===== config.mk =====
export PLATFORM = sky130hd
export DESIGN_NAME = i2c_mem_slave_fe
export DESIGN_NICKNAME = d
export VERILOG_FILES = /design/src/rtl/smf_pkg.sv /design/src/rtl/smf_line_sync.sv /design/src/rtl/smf_sel_decode.sv /design/src/rtl/smf_ctrl.sv /design/src/rtl/i2c_mem_slave_fe.sv
export SDC_FILE = /design/constraint.sdc
export NUM_CORES = 1
export LEC_CHECK = 0
export ABC_AREA = 0
export ABC_CLOCK_PERIOD_IN_PS = 3000
export CAP_MARGIN = 10
export CELL_PAD_IN_SITES_DETAIL_PLACEMENT = 1
export CELL_PAD_IN_SITES_GLOBAL_PLACEMENT = 1
export CORE_MARGIN = 2
export CORE_UTILIZATION = 30
export CTS_CLUSTER_SIZE = 40
export DETAILED_ROUTE_END_ITERATION = 8
export PLACE_DENSITY = 0.67
export SYNTH_ARGS = -nofsm -noshare
export SYNTH_HDL_FRONTEND = slang
export SYNTH_SLANG_ARGS = --single-unit

===== constraint.sdc =====
create_clock -name clk -period 3 [get_ports clk]
set_input_delay 0.3 -clock clk [delete_from_list [all_inputs] [get_ports clk]]
set_output_delay 0.3 -clock clk [all_outputs]
set_load 0.005 [all_outputs]

===== src/rtl/smf_pkg.sv =====
package smf_pkg;
    localparam int BYTE_W     = 8;
    localparam int BIT_CNT_W  = $clog2(BYTE_W);
    localparam int SEL_TYPE_W = 4;
    localparam int SEL_ADDR_W = 3;

    typedef enum logic [2:0] {
        ST_IDLE,
        ST_SEL,
        ST_SEL_ACK,
        ST_WR_BYTE,
        ST_WR_ACK,
        ST_RD_BYTE,
        ST_RD_ACK,
        ST_STANDBY
    } smf_state_e;
endpackage


===== src/rtl/smf_line_sync.sv =====
module smf_line_sync #(
    parameter int STAGES = 2
) (
    input  logic clk,
    input  logic rst_n,
    input  logic scl_in,
    input  logic sda_in,
    output logic sda_s,
    output logic scl_rise,
    output logic scl_fall,
    output logic bus_start,
    output logic bus_stop
);
    logic [STAGES-1:0] scl_q, sda_q;
    logic              scl_d, sda_d;
    logic              scl_now;

    // Synchronizer chains reset to the idle (released) bus level.
    always_ff @(posedge clk or negedge rst_n) begin
        if (!rst_n) begin
            scl_q <= '1;
            sda_q <= '1;
            scl_d <= 1'b1;
            sda_d <= 1'b1;
        end else begin
            scl_q <= {scl_q[STAGES-2:0], scl_in};
            sda_q <= {sda_q[STAGES-2:0], sda_in};
            scl_d <= scl_q[STAGES-1];
            sda_d <= sda_q[STAGES-1];
        end
    end

    assign scl_now   = scl_q[STAGES-1];
    assign sda_s     = sda_q[STAGES-1];
    assign scl_rise  = scl_now & ~scl_d;
    assign scl_fall  = ~scl_now & scl_d;
    assign bus_start = scl_now & scl_d & sda_d & ~sda_s;
    assign bus_stop  = scl_now & scl_d & ~sda_d & sda_s;
endmodule


===== src/rtl/smf_sel_decode.sv =====
module smf_sel_decode
    import smf_pkg::*;
#(
    parameter logic [SEL_TYPE_W-1:0] TYPE_MEM  = 4'b1010,
    parameter logic [SEL_TYPE_W-1:0] TYPE_PROT = 4'b0110
) (
    input  logic [BYTE_W-1:0]     sel_byte,
    input  logic [SEL_ADDR_W-1:0] strap_addr,
    output logic                  dec_hit,
    output logic                  dec_prot,
    output logic                  dec_read
);
    logic [SEL_TYPE_W-1:0] type_code;
    logic [SEL_ADDR_W-1:0] addr_code;
    logic                  is_mem, is_prot;

    assign type_code = sel_byte[BYTE_W-1 -: SEL_TYPE_W];
    assign addr_code = sel_byte[SEL_ADDR_W:1];
    assign is_mem    = (type_code == TYPE_MEM);
    assign is_prot   = (type_code == TYPE_PROT);
    assign dec_hit   = (is_mem | is_prot) & (addr_code == strap_addr);
    assign dec_prot  = is_prot;
    assign dec_read  = sel_byte[0];
endmodule


===== src/rtl/smf_ctrl.sv =====
module smf_ctrl
    import smf_pkg::*;
(
    input  logic              clk,
    input  logic              rst_n,
    input  logic              sda_s,
    input  logic              scl_rise,
    input  logic              scl_fall,
    input  logic              bus_start,
    input  logic              bus_stop,
    input  logic              busy,
    input  logic [BYTE_W-1:0] rd_data,
    input  logic              dec_hit,
    input  logic              dec_prot,
    input  logic              dec_read,
    output logic [BYTE_W-1:0] sel_byte,
    output logic              sda_pull,
    output logic              rx_valid,
    output logic [BYTE_W-1:0] rx_data,
    output logic              rx_first,
    output logic              rd_req,
    output logic              wr_commit,
    output logic              space_prot
);
    smf_state_e           state_q, state_d;
    logic [BYTE_W-1:0]    shreg_q;
    logic [BIT_CNT_W-1:0] cnt_q;
    logic                 seen_q;    // acknowledge slot: SCL rise already seen
    logic                 dir_rd_q;
    logic                 first_q;
    logic                 wrote_q;
    logic                 mack_q;
    logic                 last_bit;

    assign last_bit = (cnt_q == BIT_CNT_W'(BYTE_W - 1));
    assign sel_byte = {shreg_q[BYTE_W-2:0], sda_s};

    // State register
    always_ff @(posedge clk or negedge rst_n) begin
        if (!rst_n) state_q <= ST_IDLE;
        else        state_q <= state_d;
    end

    // Transitions
    always_comb begin
        state_d = state_q;
        if (busy) begin
            state_d = ST_IDLE;
        end else if (bus_start) begin
            state_d = ST_SEL;
        end else if (bus_stop) begin
            state_d = ST_IDLE;
        end else begin
            unique case (state_q)
                ST_IDLE, ST_STANDBY: state_d = state_q;
                ST_SEL: begin
                    if (scl_rise && last_bit) state_d = dec_hit ? ST_SEL_ACK : ST_IDLE;
                end
                ST_SEL_ACK: begin
                    if (scl_fall && seen_q) state_d = dir_rd_q ? ST_RD_BYTE : ST_WR_BYTE;
                end
                ST_WR_BYTE: begin
                    if (scl_rise && last_bit) state_d = ST_WR_ACK;
                end
                ST_WR_ACK: begin
                    if (scl_fall && seen_q) state_d = ST_WR_BYTE;
                end
                ST_RD_BYTE: begin
                    if (scl_rise && last_bit) state_d = ST_RD_ACK;
                end
                ST_RD_ACK: begin
                    if (scl_fall && seen_q) state_d = mack_q ? ST_RD_BYTE : ST_STANDBY;
                end
            endcase
        end
    end

    // Outputs and datapath
    always_ff @(posedge clk or negedge rst_n) begin
        if (!rst_n) begin
            shreg_q    <= '0;
            cnt_q      <= '0;
            seen_q     <= 1'b0;
            dir_rd_q   <= 1'b0;
            first_q    <= 1'b0;
            wrote_q    <= 1'b0;
            mack_q     <= 1'b0;
            sda_pull   <= 1'b0;
            rx_valid   <= 1'b0;
            rx_data    <= '0;
            rx_first   <= 1'b0;
            rd_req     <= 1'b0;
            wr_commit  <= 1'b0;
            space_prot <= 1'b0;
        end else begin
            rx_valid  <= 1'b0;
            rd_req    <= 1'b0;
            wr_commit <= 1'b0;
            if (busy) begin
                sda_pull <= 1'b0;
                seen_q   <= 1'b0;
            end else if (bus_start) begin
                sda_pull <= 1'b0;
                cnt_q    <= '0;
                seen_q   <= 1'b0;
                wrote_q  <= 1'b0;
            end else if (bus_stop) begin
                sda_pull  <= 1'b0;
                seen_q    <= 1'b0;
                wr_commit <= wrote_q;
                wrote_q   <= 1'b0;
            end else begin
                unique case (state_q)
                    ST_IDLE, ST_STANDBY: sda_pull <= 1'b0;
                    ST_SEL: begin
                        if (scl_rise) begin
                            shreg_q <= sel_byte;
                            cnt_q   <= cnt_q + 1'b1;
                            if (last_bit) begin
                                space_prot <= dec_prot;
                                dir_rd_q   <= dec_read;
                                first_q    <= 1'b1;
                                seen_q     <= 1'b0;
                            end
                        end
                    end
                    ST_SEL_ACK, ST_WR_ACK: begin
                        if (scl_fall && !seen_q) begin
                            sda_pull <= 1'b1;
                        end else if (scl_rise) begin
                            seen_q <= 1'b1;
                            if (state_q == ST_SEL_ACK && dir_rd_q) rd_req <= 1'b1;
                        end else if (scl_fall) begin
                            seen_q <= 1'b0;
                            cnt_q  <= '0;
                            if (state_q == ST_SEL_ACK && dir_rd_q) begin
                                shreg_q  <= rd_data;
                                sda_pull <= ~rd_data[BYTE_W-1];
                            end else begin
                                sda_pull <= 1'b0;
                            end
                        end
                    end
                    ST_WR_BYTE: begin
                        if (scl_rise) begin
                            shreg_q <= sel_byte;
                            cnt_q   <= cnt_q + 1'b1;
                            if (last_bit) begin
                                rx_valid <= 1'b1;
                                rx_data  <= sel_byte;
                                rx_first <= first_q;
                                first_q  <= 1'b0;
                                wrote_q  <= 1'b1;
                                seen_q   <= 1'b0;
                            end
                        end
                    end
                    ST_RD_BYTE: begin
                        if (scl_rise) begin
                            shreg_q <= {shreg_q[BYTE_W-2:0], 1'b0};
                            cnt_q   <= cnt_q + 1'b1;
                            if (last_bit) seen_q <= 1'b0;
                        end else if (scl_fall) begin
                            sda_pull <= ~shreg_q[BYTE_W-1];
                        end
                    end
                    ST_RD_ACK: begin
                        if (scl_fall && !seen_q) begin
                            sda_pull <= 1'b0;
                        end else if (scl_rise) begin
                            seen_q <= 1'b1;
                            mack_q <= ~sda_s;
                            if (!sda_s) rd_req <= 1'b1;
                        end else if (scl_fall) begin
                            seen_q <= 1'b0;
                            cnt_q  <= '0;
                            if (mack_q) begin
                                shreg_q  <= rd_data;
                                sda_pull <= ~rd_data[BYTE_W-1];
                            end else begin
                                sda_pull <= 1'b0;
                            end
                        end
                    end
                endcase
            end
        end
    end
endmodule


===== src/rtl/i2c_mem_slave_fe.sv =====
module i2c_mem_slave_fe
    import smf_pkg::*;
#(
    parameter int                    SYNC_STAGES = 2,
    parameter logic [SEL_TYPE_W-1:0] TYPE_MEM    = 4'b1010,
    parameter logic [SEL_TYPE_W-1:0] TYPE_PROT   = 4'b0110
) (
    input  logic                  clk,
    input  logic                  rst_n,
    input  logic                  scl_in,
    input  logic                  sda_in,
    output logic                  sda_pull,
    input  logic [SEL_ADDR_W-1:0] strap_addr,
    input  logic                  busy,
    output logic                  rx_valid,
    output logic [BYTE_W-1:0]     rx_data,
    output logic                  rx_first,
    output logic                  rd_req,
    input  logic [BYTE_W-1:0]     rd_data,
    output logic                  wr_commit,
    output logic                  space_prot
);
    logic              sda_s, scl_rise, scl_fall, bus_start, bus_stop;
    logic [BYTE_W-1:0] sel_byte;
    logic              dec_hit, dec_prot, dec_read;

    smf_line_sync #(.STAGES(SYNC_STAGES)) u_sync (
        .clk       (clk),
        .rst_n     (rst_n),
        .scl_in    (scl_in),
        .sda_in    (sda_in),
        .sda_s     (sda_s),
        .scl_rise  (scl_rise),
        .scl_fall  (scl_fall),
        .bus_start (bus_start),
        .bus_stop  (bus_stop)
    );

    smf_sel_decode #(.TYPE_MEM(TYPE_MEM), .TYPE_PROT(TYPE_PROT)) u_dec (
        .sel_byte   (sel_byte),
        .strap_addr (strap_addr),
        .dec_hit    (dec_hit),
        .dec_prot   (dec_prot),
        .dec_read   (dec_read)
    );

    smf_ctrl u_ctrl (
        .clk        (clk),
        .rst_n      (rst_n),
        .sda_s      (sda_s),
        .scl_rise   (scl_rise),
        .scl_fall   (scl_fall),
        .bus_start  (bus_start),
        .bus_stop   (bus_stop),
        .busy       (busy),
        .rd_data    (rd_data),
        .dec_hit    (dec_hit),
        .dec_prot   (dec_prot),
        .dec_read   (dec_read),
        .sel_byte   (sel_byte),
        .sda_pull   (sda_pull),
        .rx_valid   (rx_valid),
        .rx_data    (rx_data),
        .rx_first   (rx_first),
        .rd_req     (rd_req),
        .wr_commit  (wr_commit),
        .space_prot (space_prot)
    );
endmodule


==> results.yml, run 1 <==
clock_network:
  ctsResizeCount: 0
  cts.sinks: 39
  cts_buffers: 5
  tritoncts: "done"
  clk_latency_ns: 0.29
  cts-root-buf: "clkbuf_8"
  cts_setup_buffers: 0
  cts_max_level: 2
  holdBufCountCts: 0
  path_clk_slew_ns: 0.08
  cts_buffer_depth: 2
yosys:
  synth_top_family_by_area: "compound AO/OA/AOI/OAI gates"
  synthDistinctLibCells: 53
  synth_xor_area_frac: 0.03008
  muxShareOfSynthArea: 0.1103
  syn_nets: 197
  ys_ff_latch: 39
  ys_seq_area_frac: 0.4925
  synth_compound_area_frac: 0.1591
  synthesis.instances: 176
  synth_area_mm2: 0.001997
  synth_area_per_cell_um2: 11.35
  synth_edf_count: 0
  synthArstFlopShare: 1.000
  synth_adder_area_share: 0.03133
  ys_warn_count: 0
  synth-simple-area-share: 0.1278
  synthFlopType: "dfrtp_1"
outcome:
  outcome: "complete, no violations"
drt:
  post_drt_via_cell_ratio: 5.179
  route.met2.wl_um: 2217
  wl_um: 4617
  wl_per_cell_um: 16.20
  drtIter0Drc: 59
  route.layer.met1.wl_um: 2177
  dr.pass1.iters: 4
  top_layer_used: "met4"
  drcViolationCount: 0
  num_vias: 1476
  met3_length_um: 143
  postRouteAntennaNets: 0
sta:
  slew_viol_final: 0
  rsz0062_at_grt: "false"
  skew_ns: 0.007958
  max_freq_mhz: 414.2
  worstMarginPinSlew_ns: 0.8735
  layout_min_cycle_time_ns: 2.414
  post-route-period-util: 0.8047
  setup_violations: 0
  fin_tns_setup_ns: 0
  max_slew_margin: 0.4177
  hold_violations: 0
  fin_ws_ns: 0.5859
layout:
  regArea_um2: 983.4
  drive_gt1_frac: 0.2067
  nets: 228
  multiInputGateArea_um2: 915.9
  n_antenna_cell: 0
  fillers: 705
  areaGrowthSynthToFinish_pct: 23.68
grt:
  track_usage: 0.1382
  grt_pass1_wl_um: 8004
  gr-total-overflow: 0
  grt_antenna_before_repair: 0
  grt_pass1_vias: 1578
  grt_max_degree: 40
hold_path:
  hp-class: "in2async"
setup_path:
  worstPathRequired_ns: 3.18
  r2r_cells: 5
  worstSetupPathType: "reg2reg"
  cp-start-kind: "register"
  r2r_end: "u_ctrl.rx_data[0]"
  crit_fanout: 11
  timing.rr.start: "u_sync.scl_q[1]"
  cp.arrival_ns: 2.59
  cp-end-kind: "register"
  r2r_slack_ns: 0.59
power_and_ir_drop:
  p_leak_nw: 1.029
  power_mw: 1.247
  power_density_mw_per_mm2: 505.1
  vdd_ir_drop_max_mv: 0.2435
placement:
  place_ws_ns: 0.5467
  dp_hpwl_um: 3291
  io_buffer_count: 29
  place_congestion: 0.7656
floorplan:
  dieWidth_um: 85.59
  start_util: 0.3127
  die-height_um: 85.59
  core_mm2: 0.006386
  std_cell_rows: 29
  design.die.area_mm2: 0.007325
  num_io_pins: 30
job:
  cap_violations: 0
==> registers in the layout, summed over array words and instances, names as in the netlist <==
register           cells
u_ctrl.dir_rd_q        1
u_sync.sda_d           1
u_ctrl.rx_data         8
u_ctrl.space_prot      1
u_ctrl.wr_commit       1
u_ctrl.rx_valid        1
u_ctrl.rx_first        1
u_ctrl.mack_q          1
u_ctrl.first_q         1
u_sync.sda_q           2
u_sync.scl_q           2
u_ctrl.cnt_q           3
u_ctrl.rd_req          1
u_ctrl.seen_q          1
u_ctrl.wrote_q         1
u_sync.scl_d           1
u_ctrl.state_q         3
u_ctrl.shreg_q         8
u_ctrl.sda_pull        1
==> stage by stage <==
step | hold WS [ns] | util | instances | area, um2
after detailed placement | 0.3482 | 0.3660 | 277 | 2337
after global placement | 0.3461 | 0.3660 | 277 | 2337
final | 0.1126 | 0.3868 | 285 | 2470
after global routing | 0.1816 | 0.3868 | 285 | 2470
after CTS | 0.1622 | 0.3868 | 285 | 2470
after floorplan | 0.004409 | - | 176 | 1997
==> worst max-delay path, cell delays in order (launching register included) <==
cell and delay, ns:
dfstp_2 0.57, ha_1 0.40, and2_1 0.27, nand3_2 0.13, nor2_2 0.52, mux2_2 0.41
==> synthesized netlist by cell type, drive strengths merged, types with 2 or more instances <==
cell	n	area share
nor2b	5	0.017
a21o	2	0.011
dfstp	6	0.079
mux2i	7	0.035
o21ai	2	0.0050
inv	9	0.017
nor2	17	0.036
xnor2	3	0.013
nand2b	2	0.0063
ha	5	0.031
o311a	2	0.010
mux2	13	0.075
a31oi	2	0.0063
dfrtp	33	0.41
xor2	3	0.017
nand2	6	0.011
a21oi	19	0.053
buf	8	0.032
o22ai	2	0.0063
nor3	4	0.010
nand4	3	0.0094
nand3b	2	0.0075
==> routing by layer <==
| layer | up-vias | GRT usage |
|---|---|---|
| met1 | 745 | 0.1871 |
| met5 | - | 0 |
| met2 | 30 | 0.2216 |
| met3 | 8 | 0.02406 |
| li1 | 693 | - |
| met4 | 0 | 0.05195 |
==> layout make-up <==
| type | instances | share of cell area |
|---|---|---|
| Inverter | 9 | 0.01368 |
| Multi-Input combinational cell | 120 | 0.3708 |
| Timing Repair Buffer | 32 | 0.1246 |
| Clock buffer | 6 | 0.02938 |
| Tap cell | 77 | 0.03901 |
| Sequential cell | 39 | 0.3982 |
| Clock inverter | 2 | 0.02432 |
==> power breakdown <==
| part | switching (mW) | internal [mW] |
|---|---|---|
| registers | 0.0400 | 0.563 |
| clock network | 0.185 | 0.333 |
| logic | 0.0633 | 0.0634 |
==> placed cells by master, fill, tap and decap left out, types with 2 or more instances in the layout <==
cell / synthesis / routed
o311a_1: 2 / 2
ha_1: 5 / 5
a31oi_1: 2 / 2
nand3b_1: 2 / 2
nand2_1: 6 / 6
nor2_2: 3 / 3
o22ai_1: 2 / 2
inv_1: 8 / 8
bufinv_16: 0 / 2
nand4_1: 3 / 3
nor2_1: 14 / 14
dfstp_2: 6 / 6
clkdlybuf4s50_1: 0 / 28
xnor2_1: 3 / 3
nor3_1: 4 / 4
nand2b_1: 2 / 2
buf_4: 2 / 3
mux2i_1: 7 / 7
mux2_2: 10 / 10
dfrtp_1: 33 / 33
xor2_1: 2 / 2
mux2_1: 2 / 2
clkbuf_8: 0 / 5
a21oi_2: 3 / 3
o21ai_0: 2 / 2
nor2b_1: 4 / 4
a21oi_1: 16 / 16
==> logic make-up (layout without fill, tap and decap cells) <==
| kind of cell | Yosys count | in the layout |
|---|---|---|
| AND/OR/NAND/NOR | 47 | 47 |
| AO/OA/AOI/OAI | 42 | 42 |
| flip-flops | 39 | 39 |
| multiplexers | 20 | 20 |
| buffers and inverters | 17 | 49 |
| XOR/XNOR | 6 | 6 |
| adder cells (fa/ha/maj) | 5 | 5 |
==> worst max-delay path by stage <==
stage                     slack [ns]                end            start  depth (start not counted)
after floorplan                 1.03  u_ctrl.shreg_q[6]     u_sync.scl_d                          9
after global placement          0.56  u_ctrl.rx_data[7]             busy                          5
after detailed placement        0.55  u_ctrl.rx_data[0]  u_sync.scl_q[1]                          5
after CTS                       0.53  u_ctrl.rx_data[0]  u_sync.scl_q[1]                          5
after global routing            0.40  u_ctrl.rx_data[1]  u_sync.scl_q[1]                          5
final                           0.59  u_ctrl.rx_data[0]  u_sync.scl_q[1]                          5
Power figures use the tool's default switching activity.
==> inputs of run 2 (changes only) <==
--- a/config.mk
+++ b/config.mk
@@ -6,7 +6,7 @@
 export NUM_CORES = 1
 export LEC_CHECK = 0
 export ABC_AREA = 0
-export ABC_CLOCK_PERIOD_IN_PS = 3000
+export ABC_CLOCK_PERIOD_IN_PS = 2500
 export CAP_MARGIN = 10
 export CELL_PAD_IN_SITES_DETAIL_PLACEMENT = 1
 export CELL_PAD_IN_SITES_GLOBAL_PLACEMENT = 1
==> constraint.sdc (replaced) <==
create_clock -name clk -period 2.5 [get_ports clk]
set_input_delay 0.25 -clock clk [delete_from_list [all_inputs] [get_ports clk]]
set_output_delay 0.25 -clock clk [all_outputs]
set_load 0.005 [all_outputs]
==> results.yml, run 2 (synthesized netlist as in run 1, its figures left out) <==
floorplan:
  design.die.area_mm2: 0.007325
  core_mm2: 0.006386
  num_io_pins: 30
  std_cell_rows: 29
  start_util: 0.3127
  die-height_um: 85.59
  dieWidth_um: 85.59
grt:
  grt_max_degree: 40
  grt_pass1_vias: 1457
  grt_pass1_wl_um: 7755
  track_usage: 0.1360
  grt.met3_usage: 0.03272
  grt_antenna_before_repair: 0
  gr-total-overflow: 0
  busiest_layer: "met2"
  grt.met2_usage: 0.2095
  met1_usage: 0.1850
power_and_ir_drop:
  power_mw: 1.388
  vdd_ir_drop_max_mv: 0.3456
  p_leak_nw: 1.015
  power_frac_comb: 0.105
  p_seq_frac: 0.521
  power_density_mw_per_mm2: 567.0
  p_int_mw: 1.048
  switching_power_uw: 339.4
  p_sw_frac: 0.2446
  p_clk_frac: 0.374
setup_path:
  crit_fanout: 16
  cp-start-kind: "register"
  timing.rr.start: "u_sync.scl_d"
  path_cells: "inv_1, ha_1, nor2b_2, o2111ai_2, a221oi_4, buf_4, nor2_1, a21oi_1"
  critPathMaxStageDelay_ns: 0.55
  cpMaxStageDelayCell: "dfstp_2"
  critPathLaunch: "u_sync.scl_d"
  worstSetupPathType: "reg2reg"
  cp.arrival_ns: 2.31
  worstPathRequired_ns: 2.72
  cp-end-kind: "register"
placement:
  io_buffer_count: 29
  dp.cells: 277
  place_congestion: 0.7572
  dp_hpwl_um: 3286
drt:
  drcViolationCount: 0
  dr.pass1.iters: 4
  num_vias: 1422
  post_drt_via_cell_ratio: 4.989
  drtIter0Drc: 75
  postRouteAntennaNets: 0
  wl_um: 4496
  wl_per_cell_um: 15.78
clock_network:
  cts.sinks: 39
  clk_latency_ns: 0.29
  cts_setup_buffers: 0
  tritoncts: "done"
  cts-root-buf: "clkbuf_8"
  ctsResizeCount: 0
  cts_buffers: 5
  cts_max_level: 2
  path_clk_slew_ns: 0.08
  cts_buffer_depth: 2
  holdBufCountCts: 0
sta:
  skew_ns: 0.007484
  rsz0062_at_grt: "false"
  hold_ws_ns: 0.06514
  max_slew_margin: 0.4195
  slew_viol_final: 0
  fin_tns_setup_ns: 0
  setup_violations: 0
  post-route-period-util: 0.8355
  max_freq_mhz: 478.8
  hold_violations: 0
  layout_min_cycle_time_ns: 2.089
  worstMarginPinSlew_ns: 0.8708
layout:
  drive_gt1_frac: 0.2067
  final_cell_mix: "33 x dfrtp_1, 28 x clkdlybuf4s50_1, 16 x a21oi_1"
  layout_commonest_cell: "dfrtp_1"
  final_util: 0.3832
  nets: 228
  fillers: 720
  multiInputGateArea_um2: 915.9
  areaGrowthSynthToFinish_pct: 22.56
  reg_top3: "u_ctrl.rx_data: 8 flops, u_ctrl.shreg_q: 8 flops"
  regArea_um2: 983.4
  finalNonFillerCells: 285
  n_antenna_cell: 0
hold_path:
  hp-class: "in2async"
outcome:
  outcome: "complete, no violations"
job:
  cap_violations: 0
## run 2: changes by cell type in the layout (fill, tap and decap cells not counted)
cell | previous run | this run
clkinvlp_4 | 0 | 1
bufinv_16 | 2 | 1
## run 2: power groups by stage
stage | registers [mW] | clock network [mW] | logic, mW
floorplan | 0.719 | 0 | 0.0974
global placement | 0.735 | 0 | 0.147
detailed placement | 0.736 | 0 | 0.149
CTS | 0.724 | 0.544 | 0.149
global route | 0.733 | 0.578 | 0.166
finish | 0.723 | 0.519 | 0.146
## run 2: stage by stage
stage | cell area, um2 | setup WS, ns
CTS | 2447 | 0.3935
floorplan | 1997 | 0.5290
finish | 2447 | 0.4113
global placement | 2337 | 0.4313
global route | 2447 | 0.2277
detailed placement | 2337 | 0.4066
## run 2: worst max-delay path, delay by kind of cell (launching register included)
kind / cells / cell delay [ns]
and+or+nand+nor: 2 / 0.24
DFF: 1 / 0.55
adders and majority gates: 1 / 0.30
AOI/OAI and AO/OA: 3 / 0.61
buffers and inverters: 2 / 0.31
## run 2: per-layer routing
layer | wire length, um | part of all wire | vias to the layer above
met5 | 0 | 0 | -
met4 | 89 | 0.020 | 0
met3 | 234 | 0.052 | 9
met2 | 2133 | 0.47 | 46
met1 | 2039 | 0.45 | 682
li1 | - | - | 685
## run 2: layout make-up
class | instances | area share
clock inverters | 2 | 0.01534
flip-flops and latches | 39 | 0.4018
clock buffers | 6 | 0.02965
repair buffers | 32 | 0.1258
inverters | 9 | 0.01380
multi-input cells | 120 | 0.3742
well taps | 77 | 0.03937
## run 2: final timing paths
path	end	cells after the start	slack, ns
setup / recovery	u_ctrl.shreg_q[0]	8	0.41
hold / removal	u_ctrl.rx_data[7]	1	0.07
setup reg to reg	u_ctrl.shreg_q[0]	8	0.41
hold reg to reg	u_sync.scl_q[1]	0	0.36
max in group asynchronous	u_ctrl.wrote_q	1	1.88
min in group clk	u_sync.scl_q[1]	0	0.36
==> inputs of run 3 (changes only) <==
--- a/config.mk
+++ b/config.mk
@@ -6,7 +6,7 @@
 export NUM_CORES = 1
 export LEC_CHECK = 0
 export ABC_AREA = 0
-export ABC_CLOCK_PERIOD_IN_PS = 2500
+export ABC_CLOCK_PERIOD_IN_PS = 2100
 export CAP_MARGIN = 10
 export CELL_PAD_IN_SITES_DETAIL_PLACEMENT = 1
 export CELL_PAD_IN_SITES_GLOBAL_PLACEMENT = 1
==> constraint.sdc (replaced) <==
create_clock -name clk -period 2.1 [get_ports clk]
set_input_delay 0.21 -clock clk [delete_from_list [all_inputs] [get_ports clk]]
set_output_delay 0.21 -clock clk [all_outputs]
set_load 0.005 [all_outputs]
==> results.yml, run 3 (synthesized netlist as in run 1, its figures left out) <==
sta:
  post-route-period-util: 0.9474
  max_freq_mhz: 502.6
  slew_viol_final: 0
  fin_tns_setup_ns: 0
  max_slew_margin: 0.6713
  layout_min_cycle_time_ns: 1.990
  worstMarginPinSlew_ns: 0.4930
  skew_ns: 0.007205
  hold_violations: 0
  setup_violations: 0
drt:
  post_drt_via_cell_ratio: 5.078
  wl_um: 4867
  drcViolationCount: 0
  drtIter0Drc: 48
  dr.pass1.iters: 4
  wl_per_cell_um: 16.55
  postRouteAntennaNets: 0
  num_vias: 1493
power_and_ir_drop:
  vdd_ir_drop_max_mv: 0.3354
  p_clk_frac: 0.388
  power_frac_comb: 0.115
  power_density_mw_per_mm2: 661.9
  p_int_mw: 1.298
  p_seq_frac: 0.497
  switching_power_uw: 432.4
  p_sw_frac: 0.2499
  p_leak_nw: 1.081
setup_path:
  worstPathRequired_ns: 2.32
  crit_fanout: 8
  worstSetupPathType: "reg2reg"
  r2r_slack_ns: 0.11
  cp-end-kind: "register"
  cp-start-kind: "register"
  cp.arrival_ns: 2.21
layout:
  nets: 237
  areaGrowthSynthToFinish_pct: 30.89
  n_antenna_cell: 0
  drive_gt1_frac: 0.2535
  fillers: 703
  final_cell_mix: "32 x dfrtp_1, 28 x clkdlybuf4s50_1, 16 x a21oi_1"
  reg_top3: "u_ctrl.rx_data: 8 flops, u_ctrl.shreg_q: 8 flops"
  layout_commonest_cell: "dfrtp_1"
  final_util: 0.4093
placement:
  dp_hpwl_um: 3511
  io_buffer_count: 29
  place_congestion: 0.8268
floorplan:
  design.die.area_mm2: 0.007325
  num_io_pins: 30
  dieWidth_um: 85.59
  std_cell_rows: 29
  core_mm2: 0.006386
  die-height_um: 85.59
  start_util: 0.3127
grt:
  gr-total-overflow: 0
  grt_pass1_wl_um: 8293
  grt_max_degree: 19
  grt_antenna_before_repair: 0
  grt_pass1_vias: 1594
  track_usage: 0.1432
clock_network:
  cts_buffers: 5
  cts-root-buf: "clkbuf_8"
  tritoncts: "done"
  path_clk_slew_ns: 0.08
  clk_latency_ns: 0.29
  cts_buffer_depth: 2
  cts.sinks: 39
  cts_max_level: 2
outcome:
  outcome: "complete, no violations"
hold_path:
  hp-class: "in2reg"
job:
  cap_violations: 0
-- run 3: cell count changes in the layout (fill, tap and decap cells not counted), moves of 2 or more --
cell	delta
buf_4	+5
buf_12	+2
ha_1	-2
ha_4	+2
-- run 3: what timing repair did --
| action | 4_1_cts | 5_1_grt |
|---|---|---|
| setup endpoints to repair | 0 | 11 |
| setup buffers | 0 | 1 |
| hold buffers | 1 | 0 |
| endpoints found under the hold margin | 16 | 0 |
| resized for setup | 0 | 7 |
-- run 3: layout make-up --
class,count,area [um2],share of cell area
Tap cell,77,96.34,0.03686
Clock buffer,6,82.58,0.03159
Sequential cell,39,984.7,0.3767
Timing Repair Buffer,41,420.4,0.1608
Multi-Input combinational cell,120,957.2,0.3662
Clock inverter,2,38.79,0.01484
Inverter,9,33.78,0.01292
-- run 3: final timing paths --
path,start,end,cells past startpoint
setup / recovery,u_sync.scl_d,u_ctrl.shreg_q[4],8
hold / removal,scl_in,u_sync.scl_q[0],1
setup reg to reg,u_sync.scl_d,u_ctrl.shreg_q[4],8
hold reg to reg,u_sync.sda_q[0],u_sync.sda_q[1],0
max in group asynchronous,rst_n,u_sync.sda_q[0],3
min in group asynchronous,rst_n,u_ctrl.rx_data[5],2
-- run 3: metrics by stage --
| step | cell area [um2] | hold WS, ns | instances | setup WS, ns | power, mW |
|---|---|---|---|---|---|
| global route | 2614 | 0.3233 | 294 | -0.01895 | 1.825 |
| detailed placement | 2407 | 0.1647 | 283 | 0.07161 | 1.069 |
| global placement | 2407 | 0.1631 | 283 | 0.1275 | 1.056 |
| floorplan | 1997 | -0.08559 | 176 | 0.1290 | 0.9715 |
| finish | 2614 | 0.3273 | 294 | 0.1105 | 1.730 |
| CTS | 2539 | 0.3157 | 292 | 0.05648 | 1.747 |
-- run 3: metal layers --
layer  wire, um  global-route usage
met5          0                   0
met4         70             0.04040
met3        171             0.03754
met2       2404              0.2266
met1       2221              0.1944
-- run 3: critical path, cell delays in order (launching register included) --
cell,delay (ns)
dfstp_2,0.57
inv_1,0.08
ha_4,0.19
nor2b_4,0.14
o2111ai_4,0.15
a221oi_4,0.44
buf_12,0.17
nor2_1,0.05
a21oi_1,0.12
-- run 3: power by group through the flow --
stage / logic (mW) / registers (mW) / clock network [mW]
after floorplan: 0.116 / 0.856 / 0
after detailed placement: 0.195 / 0.874 / 0
final: 0.199 / 0.860 / 0.671
after global routing: 0.224 / 0.872 / 0.729
after global placement: 0.184 / 0.872 / 0
after CTS: 0.196 / 0.860 / 0.691
